## config.mk

```make
export PLATFORM = sky130hd
export DESIGN_NAME = ext_region_decoder
export DESIGN_NICKNAME = d
export VERILOG_FILES = /design/src/rtl/ext_region_decoder.sv
export SDC_FILE = /design/constraint.sdc
export NUM_CORES = 1
export LEC_CHECK = 0
export ABC_AREA = 1
export BUFFER_PORTS_ARGS = -buffer_cell sky130_fd_sc_hd__buf_2
export CAP_MARGIN = 20
export CORE_UTILIZATION = 53
export CTS_CLUSTER_SIZE = 25
export DETAILED_ROUTE_END_ITERATION = 6
export GPL_TIMING_DRIVEN = 0
export HOLD_SLACK_MARGIN = 0.1
export PLACE_DENSITY = 0.84
export SETUP_SLACK_MARGIN = 0.3
export SYNTH_ARGS = -nofsm -noshare
export SYNTH_HDL_FRONTEND = slang
export SYNTH_SLANG_ARGS = --single-unit
```

## constraint.sdc

```tcl
create_clock -name clk -period 0.9 [get_ports clk]
set_input_delay 0.045 -clock clk [delete_from_list [all_inputs] [get_ports clk]]
set_output_delay 0.045 -clock clk [all_outputs]
set_load 0.01 [all_outputs]
```

## src/rtl/ext_region_decoder.sv

```systemverilog
module ext_region_decoder (
  input  logic        clk,
  input  logic        rst_n,
  input  logic        req_valid,
  input  logic [63:0] req_vaddr,
  input  logic [1:0]  req_priv,
  input  logic        st_kx,
  input  logic        st_sx,
  input  logic        st_ux,
  input  logic [7:0]  win_slice_en,
  input  logic [2:0]  win_alt_mode,
  input  logic [63:0] seg_mask,
  input  logic [63:0] pa_mask,
  output logic        res_valid,
  output logic [1:0]  res_kind,
  output logic [63:0] res_paddr
);

  localparam logic [1:0]  K_DIRECT = 2'd0;
  localparam logic [1:0]  K_TLB    = 2'd1;
  localparam logic [1:0]  K_ERROR  = 2'd2;
  localparam logic [1:0]  K_COMPAT = 2'd3;

  localparam logic [63:0] LOW32_TOP  = 64'h0000_0000_7FFF_FFFF;
  localparam logic [63:0] HIGH32_BOT = 64'hFFFF_FFFF_8000_0000;
  localparam logic [63:0] XU_TOP     = 64'h3FFF_FFFF_FFFF_FFFF;
  localparam logic [63:0] XS_TOP     = 64'h7FFF_FFFF_FFFF_FFFF;
  localparam logic [63:0] XK_TOP     = 64'hFFFF_FFFF_7FFF_FFFF;

  logic        in_compat;
  logic        p_kern, p_sup, p_user;
  logic        xu_ok, xs_ok, xk_ok, win_in_range;
  logic [2:0]  win_mode;
  logic        mode_gate, mode_fault, mode_tlb;
  logic [1:0]  nxt_kind;
  logic [63:0] nxt_paddr;

  assign in_compat = (req_vaddr <= LOW32_TOP) || (req_vaddr >= HIGH32_BOT);

  assign p_sup  = (req_priv == 2'd1);
  assign p_user = (req_priv == 2'd2);
  assign p_kern = !p_sup && !p_user;

  assign xu_ok = st_ux && (req_vaddr <= (XU_TOP & seg_mask));
  assign xs_ok = (p_kern || p_sup) && st_sx && (req_vaddr <= (XS_TOP & seg_mask));
  assign xk_ok = p_kern && st_kx && (req_vaddr <= (XK_TOP & seg_mask));

  assign win_in_range = ({5'b0, req_vaddr[58:0]} <= pa_mask);
  assign win_mode     = win_slice_en[req_vaddr[61:59]] ? win_alt_mode : 3'd0;

  always_comb begin
    case (win_mode)
      3'd0, 3'd1, 3'd6: mode_gate = st_kx;
      3'd2, 3'd5:       mode_gate = st_sx;
      default:          mode_gate = st_ux;
    endcase
  end

  always_comb begin
    if (p_user) begin
      mode_fault = (win_mode <= 3'd2) || (win_mode == 3'd5);
      mode_tlb   = (win_mode == 3'd3) || (win_mode == 3'd4);
    end else if (p_sup) begin
      mode_fault = (win_mode <= 3'd1);
      mode_tlb   = (win_mode >= 3'd2) && (win_mode <= 3'd4);
    end else begin
      mode_fault = 1'b0;
      mode_tlb   = (win_mode >= 3'd1) && (win_mode <= 3'd3);
    end
  end

  always_comb begin
    nxt_kind  = K_ERROR;
    nxt_paddr = '0;
    if (in_compat) begin
      nxt_kind  = K_COMPAT;
      nxt_paddr = req_vaddr;
    end else begin
      case (req_vaddr[63:62])
        2'b00: nxt_kind = xu_ok ? K_TLB : K_ERROR;
        2'b01: nxt_kind = xs_ok ? K_TLB : K_ERROR;
        2'b11: nxt_kind = xk_ok ? K_TLB : K_ERROR;
        default: begin
          if (!win_in_range || !mode_gate || mode_fault) begin
            nxt_kind = K_ERROR;
          end else if (mode_tlb) begin
            nxt_kind = K_TLB;
          end else begin
            nxt_kind  = K_DIRECT;
            nxt_paddr = req_vaddr & pa_mask;
          end
        end
      endcase
    end
  end

  always_ff @(posedge clk or negedge rst_n) begin
    if (!rst_n) begin
      res_valid <= 1'b0;
      res_kind  <= K_DIRECT;
      res_paddr <= '0;
    end else begin
      res_valid <= req_valid;
      if (req_valid) begin
        res_kind  <= nxt_kind;
        res_paddr <= nxt_paddr;
      end
    end
  end

endmodule

```

-- After elaboration in Yosys (flattened, before gate mapping)
Cells that the tools add are included.
- register bits after elaboration: 67
- input port bits: 211
- output and inout port bits: 67
- word-level logic and storage cells: 69
- order comparisons: 13
- eq/ne operators: 10
- multiplexer cells: 19
- bitwise operators: 1
- reduce and logical (&&, ||, !) cells: 23
- operator list (kind ; number):
    64-bit two-way mux ; 4
    64-bit bitwise AND ; 1
    64-bit greater-or-equal comparator (second input constant) ; 1
    59-bit by 64-bit less-or-equal comparator with 1-bit output ; 1
    64-bit by 31-bit less-or-equal comparator with 1-bit output (second input constant) ; 1
    64-bit by 62-bit less-or-equal comparator with 1-bit output ; 1
    64-bit by 63-bit less-or-equal comparator with 1-bit output ; 1
    64-bit less-or-equal comparator ; 1
    2-bit two-way mux ; 5
    3-bit equality test (second input constant) ; 3
    1-bit logical AND ; 8
    3-bit by 2-bit equality test with 1-bit output (second input constant) ; 2
    3-bit by 2-bit less-or-equal comparator with 1-bit output (second input constant) ; 2
    1-bit logical OR ; 6
    1-bit two-way mux ; 6
    2-bit case mux with 3 select lines ; 1
    3-bit OR reduction ; 2
    2-bit by 1-bit equality test with 1-bit output (second input constant) ; 2
    2-bit equality test (second input constant) ; 2
    1-bit zero test ; 4
    3-bit by 4-bit less-than comparator with 1-bit output (second input constant) ; 1
    1-bit binary-select mux with 3-bit select ; 1
    3-bit by 1-bit equality test with 1-bit output (second input constant) ; 1
    3-bit by 1-bit greater-or-equal comparator with 1-bit output (second input constant) ; 1
    8 further kinds ; 8

-- Depth between registers and ports, before layout
Gate-level depths: netlist of the first run.
- depth after elaboration: 12
- gate-level depth with buffers: 20
- mapped depth without buffers: 20

-- Worst setup path before layout of the first run
Ideal clock, no wire load.
- kind: input -> register
- start: input pa_mask[47]
- end: register res_paddr[10]
- setup time: 77 ps
- arrival time: 1692 ps
- data required time: 823 ps
- path slack: -870 ps
- cell stages on the path: 13
- buffers on the path: 1
- cell sequence: inv_1 > ha_1 > nand2_1 > inv_1 > nand3_1 > nor3_1 > nand3_1 > nor2_1 > nand4_1 > nand2_1 > clkbuf_1 > nand4_1 > a21oi_1
- longest elaborated chain between the ends: 7
- ends and longest elaborated chain (what ; RTL line ; source):
    from (decl) ; 13 ; input logic [63:0] pa_mask,
    59-bit by 64-bit less-or-equal comparator with 1-bit output ; 48 ; assign win_in_range = ({5'b0, req_vaddr[58:0]} <= pa_mask);
    1-bit zero test ; 84 ; if (!win_in_range || !mode_gate || mode_fault) begin
    1-bit logical OR (2 in a row) ; 84 ;
    64-bit two-way mux ; 84 ;
    64-bit two-way mux ; 79 ; case (req_vaddr[63:62])
    64-bit two-way mux ; 75 ; if (in_compat) begin
    to (signal assigned) ; 106 ; res_paddr <= nxt_paddr;
    to (decl) ; 16 ; output logic [63:0] res_paddr
No other way between the ends.
A chain may end at the register's enable or synchronous reset.

-- Final worst setup path of the first run
- start: input pa_mask[43]
- end: register res_paddr[35]
The elaborated chain is that of the path after synthesis.

==> results of run 1 <==
[cell usage in the layout (no fill, tap or decap), types with 3 or more instances in the layout]
master / n
nand2_1: 332
buf_2: 232
inv_1: 228
ha_1: 145
a21oi_1: 79
dfrtp_1: 67
nor2_1: 55
buf_4: 46
nand3_1: 45
ha_4: 39
buf_6: 39
nand2_2: 35
nand4_1: 32
inv_2: 22
nand3_2: 20
clkbuf_1: 17
nand2_4: 15
a21boi_0: 13
clkbuf_16: 12
o21ai_0: 10
buf_8: 10
a21oi_2: 9
o21ai_1: 8
nor4_1: 7
nand3_4: 6
nor2_2: 6
nor3_4: 6
nor2_4: 5
o21a_1: 5
buf_12: 5
inv_4: 4
clkbuf_8: 4
nor3_1: 4
clkbuf_2: 4
nor3_2: 3
[cell usage after synthesis (all sizes together)]
cell / count
o21a: 5
a21boi: 13
buf: 9
nand3: 71
dfrtp: 67
or2: 2
nand4: 32
nand2: 382
a21o: 2
and3: 2
nor2: 67
clkinv: 2
inv: 258
nor4: 11
nor3: 13
o211ai: 1
ha: 184
o21ai: 19
a21oi: 89
clkbuf: 22
o21bai: 2
[worst paths after layout]
kind                               startpoint             to  cells after the start  slack, ns
worst min-delay path              pa_mask[63]  res_paddr[63]                      3      -0.01
worst max-delay path              pa_mask[43]  res_paddr[35]                     15      -0.87
worst min register to register  res_paddr[62]  res_paddr[62]                      2       0.48
worst max register to register  res_paddr[39]  res_paddr[39]                      5          0
max in group asynchronous               rst_n  res_paddr[14]                      3       0.12
min in group asynchronous               rst_n  res_paddr[37]                      2       0.14
[worst max-delay path: cells and delay by family]
family | cells | cell delay [ns]
and+or+nand+nor | 7 | 0.78
AOI/OAI and AO/OA | 4 | 0.66
buffers and inverters | 3 | 0.34
adders and majority gates | 1 | 0.24
[state kept, by name, summed over array words and instances, names as in the netlist]
name       count
res_paddr     64
res_kind       2
res_valid      1
[area by class of cell]
| class | count | area, µm² |
|---|---|---|
| buffer | 31 | 208 |
| clock buffer | 14 | 274 |
| antenna | 2 | 5.00 |
| sequential | 67 | 1680 |
| fill | 1024 | 3020 |
| multi-input combinational | 895 | 6530 |
| timing repair buffer | 331 | 2220 |
| inverter | 260 | 1020 |
| tap | 188 | 235 |
| clock inverter | 1 | 7.51 |
[repair_timing]
item                                    in CTS  in global routing
endpoints found under the hold margin       97                 77
hold buffers                                 2                  1
cloned                                       2                  3
gates resized for setup                    128                133
setup buffers                               31                 15
endpoints found under the setup margin     133                199
pin swaps                                   55                 62
[metrics by stage]
stage | cells | instance area, µm² | hold slack, ns | utilization, %
2_1_floorplan | 1253 | 8630 | -0.251 | -
3_3_place_gp | 1718 | 10300 | 0.170 | 67.5
3_5_place_dp | 1719 | 10300 | -0.152 | 67.7
4_1_cts | 1769 | 11400 | -0.0215 | 75.2
5_1_grt | 1788 | 12200 | -0.00617 | 80.1
6_report | 1789 | 12200 | -0.0124 | 80.1
[metal layers]
layer  share of wire, %  routed length [µm]
met3                6.8                1910
met1                 38               10700
met2                 51               14200
met5              0.029                   8
met4                4.2                1180
[where the power goes]
part	internal, µW	switching (µW)	total, µW
clock network	2080	1370	3450
logic	1840	2350	4190
registers	3100	57.1	3160
[logic make-up (layout without fill, tap and decap cells)]
kind of cell | after synthesis | after routing | share of synthesized area [%]
DFF | 67 | 67 | 20.3
AOI/OAI and AO/OA | 131 | 131 | 8.67
buffers and inverters | 291 | 637 | 13.5
and+or+nand+nor | 580 | 580 | 29.7
other | 0 | 2 | 0
adders and majority gates | 184 | 184 | 27.9
==> key figures, run 1 <==
Status
  • Outcome: complete, but fails checks
  • Failing checks: negative hold slack, negative setup slack

Global routing
  • First-pass GRT wire length: slightly above 40 mm
  • Met1 usage: between 30% and 40%
  • Total Routing Usage GR: between 30% and 40%
  • GR peak layer: met2
  • Pin count of the biggest net entering global routing: between 60 and 70
  • GR Util met3: 5.95%
  • Met2 Track Usage GR: between 50 and 60%
  • Total gr overflow: 0
  • Vias in the first global route: a little under 9000
  • Initial antenna violation count: 3

Synthesis
  • Post-synth cell types: 34
  • Post-synth top area cell: ha_1
  • Post-synthesis average cell area: about 6.6 µm²
  • Area share of the largest cell type after synthesis: about 28%
  • Post-synthesis cell count: 1253
  • Largest cells by area after synthesis: ha_1 (28%), dfrtp_1 (20%), nand2_1 (17%)
  • #FFs+latches synth: 67
  • Sequential share of the synthesized area: roughly a fifth
  • Cell Area, Synth: 0.00827 mm²
  • Number of warnings issued by yosys: 0
  • Syn Nets: ~1600

Worst setup path
  • Crit-path max cell delay: between 0.2 and 0.25 ns
  • Critical path's slowest cell: ha_4
  • Worst-path cell chain: buf_2 -> inv_2 -> ha_4 -> a21oi_1 -> o21ai_1 -> a21oi_1 -> nand2_1 -> a21oi_2 -> nand2_2 -> nand2_4 -> nand3_4 -> nor2_8 -> buf_12 -> nand2_4 -> nand2_2
  • Crit path capture type: flip-flop
  • Crit Path Max Fanout: 8
  • Arr. time, crit path: 2.05 ns
  • Worst EP required: about 1.2 ns
  • Worst setup SP type: primary input
  • Worst Setup Path Type: primary input to flip-flop

Routing
  • WL final: 28.0 mm
  • Residual DRC: 0
  • Wire per inst: between 15 and 20 µm
  • Via/cell ratio: about 5.3
  • Final antenna-violating net count: 0
  • Pre-Repair DR Iteration Count: 5
  • Iteration-0 DRC Markers: 510
  • Via count: about 9500

Floorplan
  • Die footprint: ~0.016 mm²
  • Top Ports: between 200 and 300
  • Core region area: 0.0152 mm²
  • Row count: between 40 and 50
  • DIE WIDTH: 127 µm
  • Die height: around 130 µm
  • Starting Density: a little over half

Power and ir drop
  • Maximum vdd drop: roughly 0.00094 V
  • Total power: 10800 µW
  • PD cells: just under 900 mW/mm²
  • Static Leakage: 0.00734 µW

Timing
  • Clock Skew: 0 ns
  • Crit share post-route: 197%
  • Worst slew pin tran: around 0.6 ns
  • Slew Limit Fails: 0
  • Final WS setup: -0.871 ns
  • Sum of negative setup slack: -54.35 ns
  • RSZ-0062 raised after global routing: yes
  • Relative slew slack: between 50% and 60%
  • Min Tclk post-route: around 1.8 ns
  • Fmax achieved: between 0.5 and 0.6 GHz
  • Hold_ws: -0.0124 ns
  • Setup violators final: around 120
  • Hold Vio Cnt, Final: 1

Clocking
  • CTS Buf Count: 9
  • Clock transition at path regs: ~0.050 ns
  • CTS tree: yes
  • Clock Tree Buf Depth: 2
  • Clock root cell: clkbuf_16
  • # clock sinks: 67
  • H-tree depth: 3
  • Worst-skew pair later-pin latency: ~0.34 ns

Placed design
  • IO Port Bufs: between 200 and 300
  • Pre-CTS WS: -1.47 ns
  • Final RePlAce weighted congestion: between 0.9 and 1
  • Dpl hpwl: between 15 and 20 mm

Run
  • Max-cap viol count: 0

Min path
  • Worst hold path type: primary input to flip-flop

Final layout
  • Area grow syn2layout: 47.4%
  • Layout cells sized above 1: 33.8%
  • Final nets: ~2000
Power figures use the tool's default switching activity.
==> inputs of run 2 (changes only) <==
==> config.mk (replaced) <==
export PLATFORM = sky130hd
export DESIGN_NAME = ext_region_decoder
export DESIGN_NICKNAME = d
export VERILOG_FILES = /design/src/rtl/ext_region_decoder.sv
export SDC_FILE = /design/constraint.sdc
export NUM_CORES = 1
export LEC_CHECK = 0
export CAP_MARGIN = 20
export CORE_AREA = 2 2 108 110
export CTS_CLUSTER_SIZE = 25
export DETAILED_ROUTE_END_ITERATION = 6
export DIE_AREA = 0 0 110 112
export DONT_BUFFER_PORTS = 1
export GPL_TIMING_DRIVEN = 0
export HOLD_SLACK_MARGIN = 0.1
export PLACE_DENSITY = 0.81
export SETUP_SLACK_MARGIN = 0.3
export SYNTH_ARGS = -nofsm -noshare
export SYNTH_HDL_FRONTEND = slang
export SYNTH_SLANG_ARGS = --single-unit
==> key figures, run 2 <==
Status
  • Outcome: complete, but fails checks (unchanged)
  • Failing checks: negative hold slack, negative setup slack (unchanged)

Worst setup path
  • Crit path capture type: flip-flop (unchanged)
  • Critical path's slowest cell: nor4_4 (was ha_4)
  • WP buf/inv: 4 (was 3)
  • Arr. time, crit path: 2.57 ns (was 2.05 ns)
  • Worst Setup Path Type: primary input to flip-flop (unchanged)
  • Worst-path cell chain: inv_1 -> ha_4 -> nand4_1 -> nor4_4 -> nor3b_4 -> nand3_2 -> a211oi_2 -> o21ai_2 -> nor2b_2 -> buf_6 -> buf_4 -> buf_8 -> a22oi_1 -> a21oi_1 (was buf_2 -> inv_2 -> ha_4 -> a21oi_1 -> o21ai_1 -> a21oi_1 -> nand2_1 -> a21oi_2 -> nand2_2 -> nand2_4 -> nand3_4 -> nor2_8 -> buf_12 -> nand2_4 -> nand2_2)
  • Worst setup SP type: primary input (unchanged)
  • Reg2Reg Setup Slack: -0.03 ns (was 0 ns)
  • Worst EP required: 1.16 ns (was 1.18 ns)
  • Crit Path Max Fanout: 10 (was 8)
  • Cell family with most CP delay: simple AND/OR/NAND/NOR gates (unchanged)
  • Crit-path max cell delay: 0.36 ns (was 0.24 ns)

Synthesis
  • Largest cells by area after synthesis: ha_1 (32%), dfrtp_1 (23%), inv_1 (6.9%) (was ha_1 (28%), dfrtp_1 (20%), nand2_1 (17%))
  • Post-synthesis average cell area: 8.80 µm² (was 6.60 µm²)
  • Sequential share of the synthesized area: 23.5% (was 20.3%)
  • #FFs+latches synth: 67 (unchanged)
  • Post-synthesis cell count: 811 (was 1253)
  • Syn Nets: 1206 (was 1648)
  • Top_reg_cell synth: dfrtp_1 (unchanged)
  • Number of warnings issued by yosys: 0 (unchanged)
  • Post-synth EDFFs: 0 (unchanged)
  • Post-synth top cells: ha_1 (184), inv_1 (131), a21oi_1 (77) (was nand2_1 (381), inv_1 (257), ha_1 (184))
  • Post-synth cell types: 54 (was 34)
  • Top-count cell post-synth: ha_1 (was nand2_1)
  • Cell Area, Synth: 0.00714 mm² (was 0.00827 mm²)
  • Area share of the largest cell type after synthesis: 32.3% (was 27.9%)
  • Post-synth top area cell: ha_1 (unchanged)
  • Asr flop ratio synth: 100% (unchanged)

Power and ir drop
  • Static Leakage: 0.00437 µW (was 0.00734 µW)
  • Maximum vdd drop: 0.000966 V (was 0.000943 V)
  • P_sw: 2910 µW (was 3790 µW)
  • Pint: 6800 µW (was 7020 µW)
  • Flop pwr share: 34.5% (was 29.2%)
  • Comb pwr share: 24.5% (was 38.8%)
  • Switching Share: 30.0% (was 35.0%)
  • Clock power frac: 41.0% (was 32.0%)
  • PD cells: 1110 mW/mm² (was 887 mW/mm²)

Floorplan
  • Core region area: 0.0112 mm² (was 0.0152 mm²)
  • Row count: 39 (was 45)
  • Top Ports: 278 (unchanged)
  • Die height: 112 µm (was 127 µm)
  • DIE WIDTH: 110 µm (was 127 µm)
  • Starting Density: 63.9% (was 54.4%)
  • Die footprint: 0.0123 mm² (was 0.0161 mm²)

Timing
  • Final WS setup: -1.41 ns (was -0.871 ns)
  • Hold_ws: -0.615 ns (was -0.0124 ns)
  • Hold Vio Cnt, Final: 119 (was 1)
  • Relative slew slack: 61.0% (was 60.0%)
  • Worst slew pin tran: 0.580 ns (was 0.600 ns)
  • RSZ-0062 raised after global routing: yes (unchanged)
  • Slew Limit Fails: 0 (unchanged)
  • Min Tclk post-route: 2.31 ns (was 1.77 ns)
  • Fmax achieved: 0.433 GHz (was 0.565 GHz)
  • Clock Skew: 0 ns (unchanged)
  • Setup violators final: 66 (was 115)
  • Crit share post-route: 256% (was 197%)

Final layout
  • Layout cells sized above 1: 16.9% (was 33.8%)
  • Sequential cell area: 0.00168 mm² (about the same)
  • Area grow syn2layout: 22.9% (was 47.4%)
  • Biggest register: res_paddr (unchanged)
  • Final nets: 1244 (was 1990)
  • Commonest non-fill, non-tap cells in the layout: ha_1 (151), inv_1 (110), a21oi_1 (73), dfrtp_1 (64), nor2_1 (50) (was nand2_1 (332), buf_2 (232), inv_1 (228), ha_1 (145), a21oi_1 (79))
  • Regs by FF count: res_paddr: 64 flops, res_kind: 2 flops, res_valid: 1 flops (unchanged)
  • Non-Filler Instances: 997 (was 1789)
  • Most common cell after layout, fill and taps aside: ha_1 (was nand2_1)
  • Filler cells: 733 (was 1024)
  • Area occupied by multi-input gates: 0.00553 mm² (was 0.00653 mm²)
  • N_diodes: 0 (was 2)
  • Max reg flops: 64 (unchanged)

Clocking
  • CTS tree: yes (unchanged)
  • Clock transition at path regs: 0.06 ns (was 0.05 ns)
  • Cts hold-fix bufs: 8 (was 2)
  • Worst-skew pair later-pin latency: 0.35 ns (was 0.34 ns)
  • Clock Tree Buf Depth: 2 (unchanged)
  • H-tree depth: 3 (unchanged)
  • Clock root cell: clkbuf_16 (unchanged)
  • # clock sinks: 67 (unchanged)
  • CTS Buf Count: 9 (unchanged)

Placed design
  • IO Port Bufs: 0 (was 277)
  • Dpl hpwl: 17.7 mm (was 19.7 mm)
  • Final RePlAce weighted congestion: 0.985 (was 0.912)
  • Dpl cells: 954 (was 1719)

Global routing
  • Met2 Track Usage GR: 61.3% (was 58.6%)
  • Vias in the first global route: 7080 (was 8890)
  • Total Routing Usage GR: 37.3% (was 32.4%)
  • Initial antenna violation count: 0 (was 3)
  • Total gr overflow: 0 (unchanged)
  • Pin count of the biggest net entering global routing: 68 (was 67)
  • Met1 usage: 43.3% (was 36.9%)
  • First-pass GRT wire length: 35.5 mm (was 41.6 mm)
  • GR Util met3: 11.7% (was 5.95%)
  • GR peak layer: met2 (unchanged)

Routing
  • Wire per inst: 23.9 µm (was 15.6 µm)
  • Final antenna-violating net count: 0 (unchanged)
  • Pre-Repair DR Iteration Count: 7 (was 5)
  • Iteration-0 DRC Markers: 469 (was 510)
  • Via/cell ratio: 6.84 (was 5.34)
  • Residual DRC: 0 (unchanged)
  • Via count: 6817 (was 9545)
  • WL final: 23.9 mm (was 28.0 mm)

Run
  • Max-cap viol count: 0 (unchanged)

Min path
  • Worst hold path type: primary input to asynchronous set/reset pin (was primary input to flip-flop)
==> run 2: power by group through the flow <==
stage | clock network (µW) | logic, µW | registers, µW
floorplan | 0 | 1470 | 3360
global placement | 0 | 1770 | 3400
detailed placement | 0 | 1930 | 3400
CTS | 3980 | 2170 | 3350
global route | 4110 | 2640 | 3360
finish | 3980 | 2380 | 3350
==> run 2: final cells by class <==
type	count	share of cell area, %
buffer	25	2.44
clock buffer	10	2.72
clock inverter	6	0.999
inverter	132	6.13
multi-input combinational	587	63.1
sequential	67	19.2
tap	143	2.04
timing repair buffer	27	3.42
==> run 2: what timing repair did <==
| action | 4_1_cts | 5_1_grt |
|---|---|---|
| setup buffers | 13 | 2 |
| endpoints found under the hold margin | 133 | 128 |
| gates resized for setup | 78 | 32 |
| setup endpoints to repair | 133 | 133 |
| pin swaps | 65 | 26 |
| gates cloned | 3 | 1 |
==> run 2: worst paths after layout <==
check	start	to	depth (start not counted)
worst max-delay path	pa_mask[47]	res_paddr[17]	14
worst min-delay path	rst_n	res_paddr[18]	0
worst max register to register	res_paddr[44]	res_paddr[44]	1
worst min register to register	res_paddr[62]	res_paddr[62]	1
max in group asynchronous	rst_n	res_paddr[45]	0
min in group clk	req_vaddr[7]	res_paddr[7]	2
==> run 2: routing by layer <==
layer  share of wire, %  wire (µm)
met5                  0          0
met4                4.5       1080
met3                9.8       2350
met2                 49      11700
met1                 37       8790
==> run 2: metrics by stage <==
stage               worst slack (ns)  instance area, µm²  total power [µW]  TNS [ns]  util (%)
floorplan                      -1.40                7360              4830    -88.85         -
global placement               -1.90                7540              5170   -122.12      67.5
detailed placement             -1.96                7540              5320   -125.31      67.5
finish                         -1.41                8770              9720    -87.80      78.5
global route                   -1.51                8770             10100    -95.51      78.5
CTS                            -1.38                8510              9500    -86.68      76.2
==> run 2: cell families (layout without fill, tap and decap cells) <==
kind of cell	count (synthesis)	in the layout	share of synthesized area, %
AO/OA/AOI/OAI	222	222	21.8
adder cells (fa/ha/maj)	184	184	32.3
buffers and inverters	157	200	8.73
flip-flops	67	67	23.5
multiplexers	4	4	0.912
AND/OR/NAND/NOR	177	177	12.8
==> inputs of run 3 (changes only) <==
--- a/config.mk
+++ b/config.mk
@@ -6,15 +6,16 @@
 export NUM_CORES = 1
 export LEC_CHECK = 0
 export CAP_MARGIN = 20
-export CORE_AREA = 2 2 108 110
+export CORE_MARGIN = 1.5
+export CORE_UTILIZATION = 65
 export CTS_CLUSTER_SIZE = 25
 export DETAILED_ROUTE_END_ITERATION = 6
-export DIE_AREA = 0 0 110 112
 export DONT_BUFFER_PORTS = 1
 export GPL_TIMING_DRIVEN = 0
 export HOLD_SLACK_MARGIN = 0.1
-export PLACE_DENSITY = 0.81
+export PLACE_DENSITY = 0.82
 export SETUP_SLACK_MARGIN = 0.3
+export SKIP_CTS_REPAIR_TIMING = 1
 export SYNTH_ARGS = -nofsm -noshare
 export SYNTH_HDL_FRONTEND = slang
 export SYNTH_SLANG_ARGS = --single-unit
==> key figures, run 3 (synthesis results as in run 2) <==
Status
  • Outcome: complete, but fails checks (unchanged)
  • Failing checks: negative hold slack, negative setup slack (unchanged)

Global routing
  • Vias in the first global route: 6554 (was 7080)
  • Pin count of the biggest net entering global routing: 68 (unchanged)
  • Initial antenna violation count: 0 (unchanged)
  • Total gr overflow: 0 (unchanged)
  • First-pass GRT wire length: 31.3 mm (was 35.5 mm)
  • Total Routing Usage GR: 34.8% (was 37.3%)

Placed design
  • Placed cell area: 0.00753 mm² (was 0.00754 mm²)
  • Pre-CTS WS: -1.91 ns (was -1.96 ns)
  • IO Port Bufs: 0 (unchanged)
  • Dpl hpwl: 16.9 mm (was 17.7 mm)
  • Final RePlAce weighted congestion: 0.869 (was 0.985)

Routing
  • Via/cell ratio: 6.85 (was 6.84)
  • Iteration-0 DRC Markers: 558 (was 469)
  • Pre-Repair DR Iteration Count: 5 (was 7)
  • Via count: 6846 (was 6817)
  • Residual DRC: 0 (unchanged)
  • Wire per inst: 24.0 µm (was 23.9 µm)
  • Final antenna-violating net count: 0 (unchanged)
  • WL final: 24.0 mm (was 23.9 mm)

Floorplan
  • DIE WIDTH: 108 µm (was 110 µm)
  • Starting Density: 66.1% (was 63.9%)
  • Core region area: 0.0108 mm² (was 0.0112 mm²)
  • Row count: 38 (was 39)
  • Die footprint: 0.0116 mm² (was 0.0123 mm²)
  • Top Ports: 278 (unchanged)
  • Die height: 108 µm (was 112 µm)

Final layout
  • Core Util, Final: 81.4% (was 78.5%)
  • Final Instance Area: 0.00879 mm² (was 0.00877 mm²)
  • Most common cell after layout, fill and taps aside: ha_1 (unchanged)
  • Layout cells sized above 1: 20.1% (was 16.9%)
  • Regs by FF count: res_paddr: 64 flops, res_kind: 2 flops, res_valid: 1 flops (unchanged)
  • Max reg flops: 64 (unchanged)
  • Sequential cell area: 0.00168 mm² (about the same)
  • Filler cells: 651 (was 733)
  • Area grow syn2layout: 23.1% (was 22.9%)
  • N_diodes: 0 (unchanged)
  • Final nets: 1249 (was 1244)
  • Area occupied by multi-input gates: 0.00560 mm² (was 0.00553 mm²)
  • Biggest register: res_paddr (unchanged)
  • Commonest non-fill, non-tap cells in the layout: ha_1 (155), inv_1 (114), dfrtp_1 (67), a21oi_1 (62), nor2_1 (50) (was ha_1 (151), inv_1 (110), a21oi_1 (73), dfrtp_1 (64), nor2_1 (50))

Clocking
  • Clock transition at path regs: 0.08 ns (was 0.06 ns)
  • Worst-skew pair later-pin latency: 0.36 ns (was 0.35 ns)
  • Clock root cell: clkbuf_8 (was clkbuf_16)
  • Clock Tree Buf Depth: 2 (unchanged)
  • CTS tree: yes (unchanged)
  • H-tree depth: 3 (unchanged)
  • CTS Buf Count: 9 (unchanged)
  • # clock sinks: 67 (unchanged)

Worst setup path
  • R2R Path End: res_paddr[58] (was res_paddr[44])
  • Crit Path Max Fanout: 5 (was 10)
  • Worst Setup Path Type: primary input to flip-flop (unchanged)
  • R2R cell count: 1 (unchanged)
  • Reg2reg start: res_paddr[58] (was res_paddr[44])
  • Arr. time, crit path: 2.74 ns (was 2.57 ns)
  • Worst setup SP type: primary input (unchanged)
  • Crit path capture type: flip-flop (unchanged)
  • Reg2Reg Setup Slack: -0.05 ns (was -0.03 ns)
  • Worst EP required: 1.17 ns (was 1.16 ns)

Power and ir drop
  • Switching Share: 32.8% (was 30.0%)
  • Maximum vdd drop: 0.000655 V (was 0.000966 V)
  • PD cells: 986 mW/mm² (was 1110 mW/mm²)
  • P_sw: 2840 µW (was 2910 µW)
  • Comb pwr share: 28.4% (was 24.5%)
  • Total power: 8660 µW (was 9720 µW)
  • Pint: 5820 µW (was 6800 µW)
  • Clock power frac: 33.1% (was 41.0%)
  • Flop pwr share: 38.6% (was 34.5%)
  • Static Leakage: 0.00435 µW (was 0.00437 µW)

Timing
  • Slew Limit Fails: 0 (unchanged)
  • Fmax achieved: 0.405 GHz (was 0.433 GHz)
  • Clock Skew: 0 ns (unchanged)
  • Relative slew slack: 49.5% (was 61.0%)
  • Setup violators final: 66 (unchanged)
  • Crit share post-route: 274% (was 256%)
  • Min Tclk post-route: 2.47 ns (was 2.31 ns)
  • Final WS setup: -1.57 ns (was -1.41 ns)
  • Hold_ws: -0.635 ns (was -0.615 ns)
  • Worst slew pin tran: 0.757 ns (was 0.580 ns)
  • Hold Vio Cnt, Final: 127 (was 119)
  • RSZ-0062 raised after global routing: yes (unchanged)

Run
  • Max-cap viol count: 0 (unchanged)

Min path
  • Worst hold path type: primary input to asynchronous set/reset pin (unchanged)
[run 3: cell count changes in the layout (fill, tap and decap cells not counted), sizes merged]
cell | previous run | this run
bufinv | 2 | 1
clkbuf | 27 | 33
inv | 132 | 131
buf | 27 | 28
clkinv | 4 | 3
clkinvlp | 0 | 1
[run 3: layout make-up]
| type | instances | area share (%) |
|---|---|---|
| sequential | 67 | 19.1 |
| timing repair buffer | 32 | 4.41 |
| multi-input combinational | 587 | 63.8 |
| buffer | 25 | 2.32 |
| inverter | 132 | 6.01 |
| tap | 140 | 1.99 |
| clock buffer | 12 | 1.88 |
| clock inverter | 4 | 0.541 |
[run 3: worst max-delay path by stage]
stage | slack (ns) | from | depth (start not counted) | to
2_1_floorplan | -1.40 | pa_mask[21] | 14 | res_paddr[32]
3_3_place_gp | -1.80 | pa_mask[46] | 14 | res_paddr[32]
3_5_place_dp | -1.91 | pa_mask[29] | 14 | res_paddr[48]
4_1_cts | -1.56 | pa_mask[29] | 13 | res_paddr[16]
5_1_grt | -1.84 | pa_mask[15] | 14 | res_paddr[21]
6_report | -1.57 | pa_mask[15] | 14 | res_paddr[21]
[run 3: power by group through the flow]
stage          registers (µW)  clock network [µW]  logic [µW]
2_1_floorplan            3360                   0        1470
3_3_place_gp             3390                   0        1760
3_5_place_dp             3390                   0        1910
4_1_cts                  3340                2810        1930
5_1_grt                  3360                2970        2720
6_report                 3340                2870        2460
[run 3: metrics by stage]
step	cells	hold WS, ns	setup TNS [ns]
after floorplan	811	-0.251	-88.85
after global placement	951	-0.249	-115.84
after detailed placement	951	-0.249	-121.15
after CTS	967	-0.640	-98.85
after global routing	999	-0.651	-106.67
final	999	-0.635	-96.57
[run 3: metal layers]
metal  up-vias  track usage (%)  share of wire [%]
met2       428             63.5                 51
met1      3282             35.7                 33
met5         -                0                  0
met4         0             18.3                5.3
li1       3015                -                  -
met3       121             9.99                9.9
[run 3: worst max-delay path: stages]
cell      delay, ns
inv_1          0.05
ha_4           0.28
and4_4         0.22
nor3b_4        0.20
nor4bb_4       0.46
nand3_1        0.19
a211oi_2       0.32
o21ai_2        0.11
nor2b_2        0.13
buf_6          0.14
buf_6          0.13
buf_8          0.12
a22oi_1        0.10
a21oi_1        0.24
